$ cat config.mk
export PLATFORM = sky130hd
export DESIGN_NAME = drive_seq_top
export DESIGN_NICKNAME = d
export VERILOG_FILES = /design/src/rtl/drive_seq_pkg.sv /design/src/rtl/pwm_edge_sync.sv /design/src/rtl/seq_store.sv /design/src/rtl/step_ctrl.sv /design/src/rtl/drive_seq_top.sv
export SDC_FILE = /design/constraint.sdc
export NUM_CORES = 1
export LEC_CHECK = 0
export BUFFER_PORTS_ARGS = -buffer_cell sky130_fd_sc_hd__buf_4
export CAP_MARGIN = 20
export CORE_UTILIZATION = 26
export CTS_BUF_LIST = sky130_fd_sc_hd__clkbuf_2
export DETAILED_ROUTE_END_ITERATION = 12
export GPL_ROUTABILITY_DRIVEN = 0
export PLACE_DENSITY_LB_ADDON = 0.05
export SLEW_MARGIN = 20
export SYNTH_ARGS = -nofsm -noshare
export SYNTH_HDL_FRONTEND = slang
export SYNTH_SLANG_ARGS = --single-unit
$ cat constraint.sdc
create_clock -name clk -period 2.37 [get_ports clk]
set_input_delay 0.237 -clock clk [delete_from_list [all_inputs] [get_ports clk]]
set_output_delay 0.237 -clock clk [all_outputs]
set_load 0.05 [all_outputs]
$ cat src/rtl/drive_seq_pkg.sv
package drive_seq_pkg;
  typedef enum logic {
    PULL_DN = 1'b0,
    PULL_UP = 1'b1
  } pull_dir_e;

  localparam logic SEQ_SEL_ON  = 1'b0;
  localparam logic SEQ_SEL_OFF = 1'b1;
endpackage

$ cat src/rtl/pwm_edge_sync.sv
module pwm_edge_sync #(
  parameter int unsigned STAGES = 2
) (
  input  logic clk,
  input  logic rst_n,
  input  logic pwm_async,
  output logic lvl,
  output logic edge_det
);
  logic [STAGES-1:0] sh_q, sh_n;
  logic              prev_q, prev_n;

  generate
    if (STAGES == 1) begin : g_one
      always_comb sh_n = pwm_async;
    end else begin : g_chain
      always_comb sh_n = {sh_q[STAGES-2:0], pwm_async};
    end
  endgenerate

  always_comb prev_n = sh_q[STAGES-1];

  always_ff @(posedge clk or negedge rst_n) begin
    if (!rst_n) begin
      sh_q   <= '0;
      prev_q <= 1'b0;
    end else begin
      sh_q   <= sh_n;
      prev_q <= prev_n;
    end
  end

  assign lvl      = sh_q[STAGES-1];
  assign edge_det = sh_q[STAGES-1] ^ prev_q;
endmodule

$ cat src/rtl/seq_store.sv
module seq_store #(
  parameter int unsigned CODE_W = 8,
  parameter int unsigned STEPS  = 8,
  localparam int unsigned STEP_W  = $clog2(STEPS),
  localparam int unsigned ADDR_W  = STEP_W + 1,
  localparam int unsigned ENTRIES = 2 * STEPS
) (
  input  logic              clk,
  input  logic              rst_n,
  input  logic              wr_en,
  input  logic [ADDR_W-1:0] wr_addr,
  input  logic [CODE_W-1:0] wr_data,
  input  logic [ADDR_W-1:0] rd_addr,
  output logic [CODE_W-1:0] rd_data
);
  logic [CODE_W-1:0] mem_q [ENTRIES];

  generate
    for (genvar i = 0; i < ENTRIES; i++) begin : g_ent
      logic ce;
      always_comb ce = wr_en && (wr_addr == ADDR_W'(i));
      always_ff @(posedge clk or negedge rst_n) begin
        if (!rst_n)  mem_q[i] <= '0;
        else if (ce) mem_q[i] <= wr_data;
      end
    end
  endgenerate

  always_comb rd_data = mem_q[rd_addr];
endmodule

$ cat src/rtl/step_ctrl.sv
module step_ctrl
  import drive_seq_pkg::*;
#(
  parameter int unsigned STEPS = 8,
  localparam int unsigned STEP_W = $clog2(STEPS),
  localparam logic [STEP_W-1:0] LAST = STEP_W'(STEPS - 1)
) (
  input  logic              clk,
  input  logic              rst_n,
  input  logic              edge_det,
  input  logic              lvl,
  output logic              load,
  output logic              rd_sel,
  output logic [STEP_W-1:0] rd_step,
  output logic [STEP_W-1:0] step_q,
  output logic              running_q,
  output pull_dir_e         dir_q
);
  logic              sel_q, sel_n;
  logic [STEP_W-1:0] step_n;
  logic              run_n;
  pull_dir_e         dir_n;

  always_comb begin
    sel_n  = sel_q;
    step_n = step_q;
    run_n  = running_q;
    dir_n  = dir_q;
    load   = 1'b0;
    if (edge_det) begin
      sel_n  = lvl ? SEQ_SEL_ON : SEQ_SEL_OFF;
      dir_n  = lvl ? PULL_UP : PULL_DN;
      step_n = '0;
      run_n  = 1'b1;
      load   = 1'b1;
    end else if (running_q && (step_q != LAST)) begin
      step_n = step_q + 1'b1;
      load   = 1'b1;
    end else begin
      run_n  = 1'b0;
    end
  end

  assign rd_sel  = sel_n;
  assign rd_step = step_n;

  always_ff @(posedge clk or negedge rst_n) begin
    if (!rst_n) begin
      sel_q     <= SEQ_SEL_OFF;
      step_q    <= LAST;
      running_q <= 1'b0;
      dir_q     <= PULL_DN;
    end else begin
      sel_q     <= sel_n;
      step_q    <= step_n;
      running_q <= run_n;
      dir_q     <= dir_n;
    end
  end
endmodule

$ cat src/rtl/drive_seq_top.sv
module drive_seq_top
  import drive_seq_pkg::*;
#(
  parameter int unsigned CODE_W      = 8,
  parameter int unsigned STEPS       = 8,
  parameter int unsigned SYNC_STAGES = 2,
  localparam int unsigned STEP_W = $clog2(STEPS),
  localparam int unsigned ADDR_W = STEP_W + 1
) (
  input  logic              clk,
  input  logic              rst_n,
  input  logic              pwm_in,
  input  logic              prog_en,
  input  logic              wr_en,
  input  logic [ADDR_W-1:0] wr_addr,
  input  logic [CODE_W-1:0] wr_data,
  output logic [CODE_W-1:0] pu_en,
  output logic [CODE_W-1:0] pd_en
);
  logic              lvl, edge_det, load, rd_sel;
  logic [STEP_W-1:0] rd_step, step_q;
  logic              running_q;
  pull_dir_e         dir_q;
  logic [CODE_W-1:0] rd_data, code_q, code_n;
  logic              en_q, en_n;
  logic [CODE_W-1:0] pu_raw, pd_raw;

  pwm_edge_sync #(.STAGES(SYNC_STAGES)) u_sync (
    .clk(clk), .rst_n(rst_n), .pwm_async(pwm_in),
    .lvl(lvl), .edge_det(edge_det)
  );

  step_ctrl #(.STEPS(STEPS)) u_ctrl (
    .clk(clk), .rst_n(rst_n), .edge_det(edge_det), .lvl(lvl),
    .load(load), .rd_sel(rd_sel), .rd_step(rd_step),
    .step_q(step_q), .running_q(running_q), .dir_q(dir_q)
  );

  seq_store #(.CODE_W(CODE_W), .STEPS(STEPS)) u_store (
    .clk(clk), .rst_n(rst_n),
    .wr_en(wr_en && prog_en), .wr_addr(wr_addr), .wr_data(wr_data),
    .rd_addr({rd_sel, rd_step}), .rd_data(rd_data)
  );

  always_comb begin
    code_n = load ? rd_data : code_q;
    en_n   = !prog_en;
  end

  always_ff @(posedge clk or negedge rst_n) begin
    if (!rst_n) begin
      code_q <= '0;
      en_q   <= 1'b0;
    end else begin
      code_q <= code_n;
      en_q   <= en_n;
    end
  end

  always_comb begin
    pu_raw = (dir_q == PULL_UP) ? code_q : '0;
    pd_raw = (dir_q == PULL_DN) ? code_q : '0;
    if (!en_q || ((pu_raw != '0) && (pd_raw != '0))) begin
      pu_en = '0;
      pd_en = '0;
    end else begin
      pu_en = pu_raw;
      pd_en = pd_raw;
    end
  end
endmodule

==> impl_metrics.py <==
metrics = {
    "synthesis": {
        "synth_fa_ha_area_frac": 0.00511,
        "synth-simple-area-share": 0.0868,
        "synth_xor_area_frac": 0.00602,
        "async_reset_ff_frac": 1.00,
        "synth_edf_count": 0,
        "synth_cells": 539,
        "avgSynthCellArea_um2": 12.7,
        "synth_mux_area_frac": 0.259,
        "yosysWarnings": 0,
        "synth_fp_nets": 558,
        "synth_compound_area_frac": 0.0866,
        "synth_seq_cells": 146,
        "synth_flop_cell": "dfrtp_1",
        "syn_area_um2": 6860,
        "ys_types": 52,
        "synth_top_family_by_area": "multiplexers",
        "synth_seq_area_share": 0.533,
    },
    "critical_path": {
        "critPathArrivalTime_ns": 2.98,
        "timing.rr.end": "code_q[2]",
        "worst_setup_path_end_kind": "register",
        "critical_path_class": "register to register",
        "start_kind": "register",
        "r2r-start": "u_ctrl.step_q[0]",
        "ff2ff_setup_slack_ns": -0.005,
        "worstRegToRegCells": 10,
        "worstPathRequired_ns": 2.97,
        "cp_max_fo": 7,
    },
    "sta": {
        "maxSlewHeadroom": 0.586,
        "final_hold_viol_count": 0,
        "finalSetupTns_ns": -0.00481,
        "setup_viol": 1,
        "fin_crit_ns": 2.37,
        "fin_worst_skew_ns": 0.0232,
        "max_slew.worst_pin.slew_ns": 0.622,
        "setup_ws_ns": -0.00481,
        "rsz0062_at_grt": "true",
        "drv_slew": 0,
        "clock.fmax_ghz": 0.421,
        "period_share": 1.00,
    },
    "detailed_routing": {
        "ant_nets": 0,
        "firstDrtPassIters": 4,
        "routed_via_density": 4.95,
        "drt-total-wl_um": 22400,
        "route.detailed.drc": 0,
        "vias": 4866,
        "wl_per_cell_um": 22.7,
        "first_iter_violations": 311,
    },
    "clocking": {
        "cts_tree": "done",
        "clock-sinks": 146,
        "clock_latency_ns": 0.72,
        "clockBufferDepth": 2,
        "h-tree-depth": 4,
        "root_buffer": "clkbuf_2",
        "clk_pin_slew_worst_paths_ns": 0.24,
        "cts_made_buffers": 17,
    },
    "floorplanning": {
        "boundaryPins": 33,
        "start_util": 0.264,
        "die_height_um": 164,
        "dieArea_um2": 27000,
        "dieWidth_um": 164,
        "fp-row-count": 59,
        "core_um2": 26000,
    },
    "grt": {
        "grt_pass1_vias": 5036,
        "grt_usage": 0.176,
        "grt_overflow_total": 0,
        "grt_pass1_wl_um": 33800,
        "grt_max_degree": 44,
        "antenna_found_initial": 1,
    },
    "place": {
        "placed_area_um2": 7920,
        "port_buffers": 32,
        "dp_hpwl_um": 15500,
    },
    "run_status": {
        "outcome": "finished with violations",
        "failed_checks": "negative setup slack",
    },
    "hold_path": {
        "min_to": "u_store.mem_q[101]",
        "hold_class": "input port to register",
        "worstHoldPathCells": 4,
        "min_from": "wr_addr[2]",
    },
    "job": {
        "maxCapViolCount": 0,
    },
    "power": {
        "p_total_uw": 7230,
        "powerDensity_nw_per_um2": 823,
        "irDropWorstVdd_uv": 297,
        "p_leak_uw": 0.00387,
    },
    "final_layout": {
        "fin_area_um2": 8790,
        "n_fill_cell": 2598,
        "drive_gt1_frac": 0.517,
        "syn2layout_area_growth_pct": 28.1,
        "nets": 653,
    },
}
[kinds of logic after synthesis]
logic type | count (synthesis)
mux | 152
flops | 146
simple gates | 113
compound gates | 86
buf+inv | 36
xor+xnor | 3
fa+ha+maj | 3
[how the worst max path moves through the flow]
stage / startpoint / end / slack [ns] / cells after the start
after CTS: u_ctrl.step_q[1] / code_q[3] / -0.002 / 10
after global placement: u_ctrl.step_q[0] / code_q[2] / -0.40 / 11
after global routing: u_ctrl.step_q[0] / code_q[2] / -0.07 / 10
after floorplan: u_ctrl.step_q[1] / code_q[0] / 0.12 / 10
after detailed placement: u_ctrl.step_q[0] / code_q[2] / -0.37 / 11
final: u_ctrl.step_q[0] / code_q[2] / -0.005 / 10
[flip-flops by register name, indices dropped and copies added, names as in the netlist]
name and flops:
u_store.mem_q 128, code_q 8, u_ctrl.step_q 3, u_sync.sh_q 2, en_q 1, u_ctrl.dir_q 1
u_ctrl.running_q 1, u_ctrl.sel_q 1, u_sync.prev_q 1
[power breakdown]
part	total, µW	internal [µW]	switching [µW]
Sequential	3310	2980	326
Clock	1560	588	976
Combinational	2360	1200	1160
Total	7230	4770	2460
[placed cells by master (no fill, tap or decap), types with 4 or more instances in the layout]
cell	netlist	final
mux2i_1	8	4
dfstp_2	4	4
clkbuf_2	0	18
mux2_2	137	136
nand3_1	18	16
nand2_2	1	5
and3_1	18	17
nor2_1	17	16
inv_1	6	6
dlygate4sd3_1	0	12
and2_1	8	7
a21oi_2	0	7
o21ai_1	0	8
a21oi_1	18	10
mux4_2	7	7
nand2_1	23	18
nor3_1	8	8
buf_6	0	9
a211oi_2	0	5
buf_12	0	10
o221ai_2	0	5
o21ai_0	19	9
dfrtp_1	142	141
a211o_1	7	7
a221oi_2	0	7
buf_4	3	72
[cells in the mapped netlist (2+ instances only)]
| library cell | n | share of area |
|---|---|---|
| a211o_1 | 7 | 0.0089 |
| a211oi_1 | 8 | 0.0088 |
| a21oi_1 | 18 | 0.013 |
| a221oi_1 | 7 | 0.0089 |
| a31oi_1 | 4 | 0.0036 |
| and2_1 | 8 | 0.0073 |
| and3_1 | 18 | 0.016 |
| buf_2 | 6 | 0.0044 |
| buf_4 | 3 | 0.0033 |
| clkbuf_1 | 19 | 0.010 |
| dfrtp_1 | 142 | 0.52 |
| dfstp_2 | 4 | 0.015 |
| ha_1 | 2 | 0.0036 |
| inv_1 | 6 | 0.0033 |
| mux2_2 | 137 | 0.22 |
| mux2i_1 | 8 | 0.012 |
| mux4_2 | 7 | 0.023 |
| nand2_1 | 23 | 0.013 |
| nand2b_1 | 5 | 0.0046 |
| nand3_1 | 18 | 0.013 |
| nand4_1 | 2 | 0.0018 |
| nor2_1 | 17 | 0.0093 |
| nor2b_1 | 4 | 0.0036 |
| nor3_1 | 8 | 0.0058 |
| o21ai_0 | 19 | 0.014 |
| o221ai_1 | 7 | 0.0089 |
| o2bb2ai_1 | 7 | 0.0089 |
[through the flow]
step	instances	utilization	worst slack, ns	hold slack, ns
final	983	0.338	-0.00481	0.0944
after global routing	983	0.338	-0.0666	0.0278
after CTS	982	0.331	-0.00161	0.0192
after detailed placement	932	0.305	-0.371	0.230
after global placement	932	0.305	-0.400	0.234
after floorplan	539	-	0.120	-0.0586
[critical path: stages, from the launching register on]
cell,delay (ns)
dfstp_2,0.61
ha_4,0.14
ha_4,0.19
and4b_1,0.21
a31oi_4,0.22
nor2_1,0.08
buf_4,0.17
buf_6,0.12
o2bb2ai_4,0.11
a221oi_2,0.30
a211oi_2,0.11
[metal layers]
layer  part of all wire  up-vias  track usage
met3              0.025       15       0.0259
met1               0.48     2580        0.246
met4              0.010        0       0.0467
met2               0.48       72        0.283
met5                  0        -            0
li1                   -     2199            -
[cell type report]
type / instances / area (µm²) / share of cell area
inverters: 7 / 31.3 / 0.00356
repair buffers: 105 / 1020 / 0.116
clock buffers: 18 / 90.1 / 0.0103
flip-flops and latches: 146 / 3660 / 0.416
multi-input cells: 357 / 3400 / 0.387
well taps: 335 / 419 / 0.0477
clock inverters: 13 / 163 / 0.0185
diodes: 2 / 5.00 / 0.000570
[repair_timing]
| item | 4_1_cts | 5_1_grt |
|---|---|---|
| setup endpoints to repair | 15 | 15 |
| resized for setup | 43 | 48 |
| pin swaps | 9 | 22 |
| buffers inserted | 6 | 3 |
| hold endpoints to repair | 275 | 0 |
| hold buffers | 13 | 0 |
| gates cloned | 1 | 0 |
(Power assumes the default switching activity.)
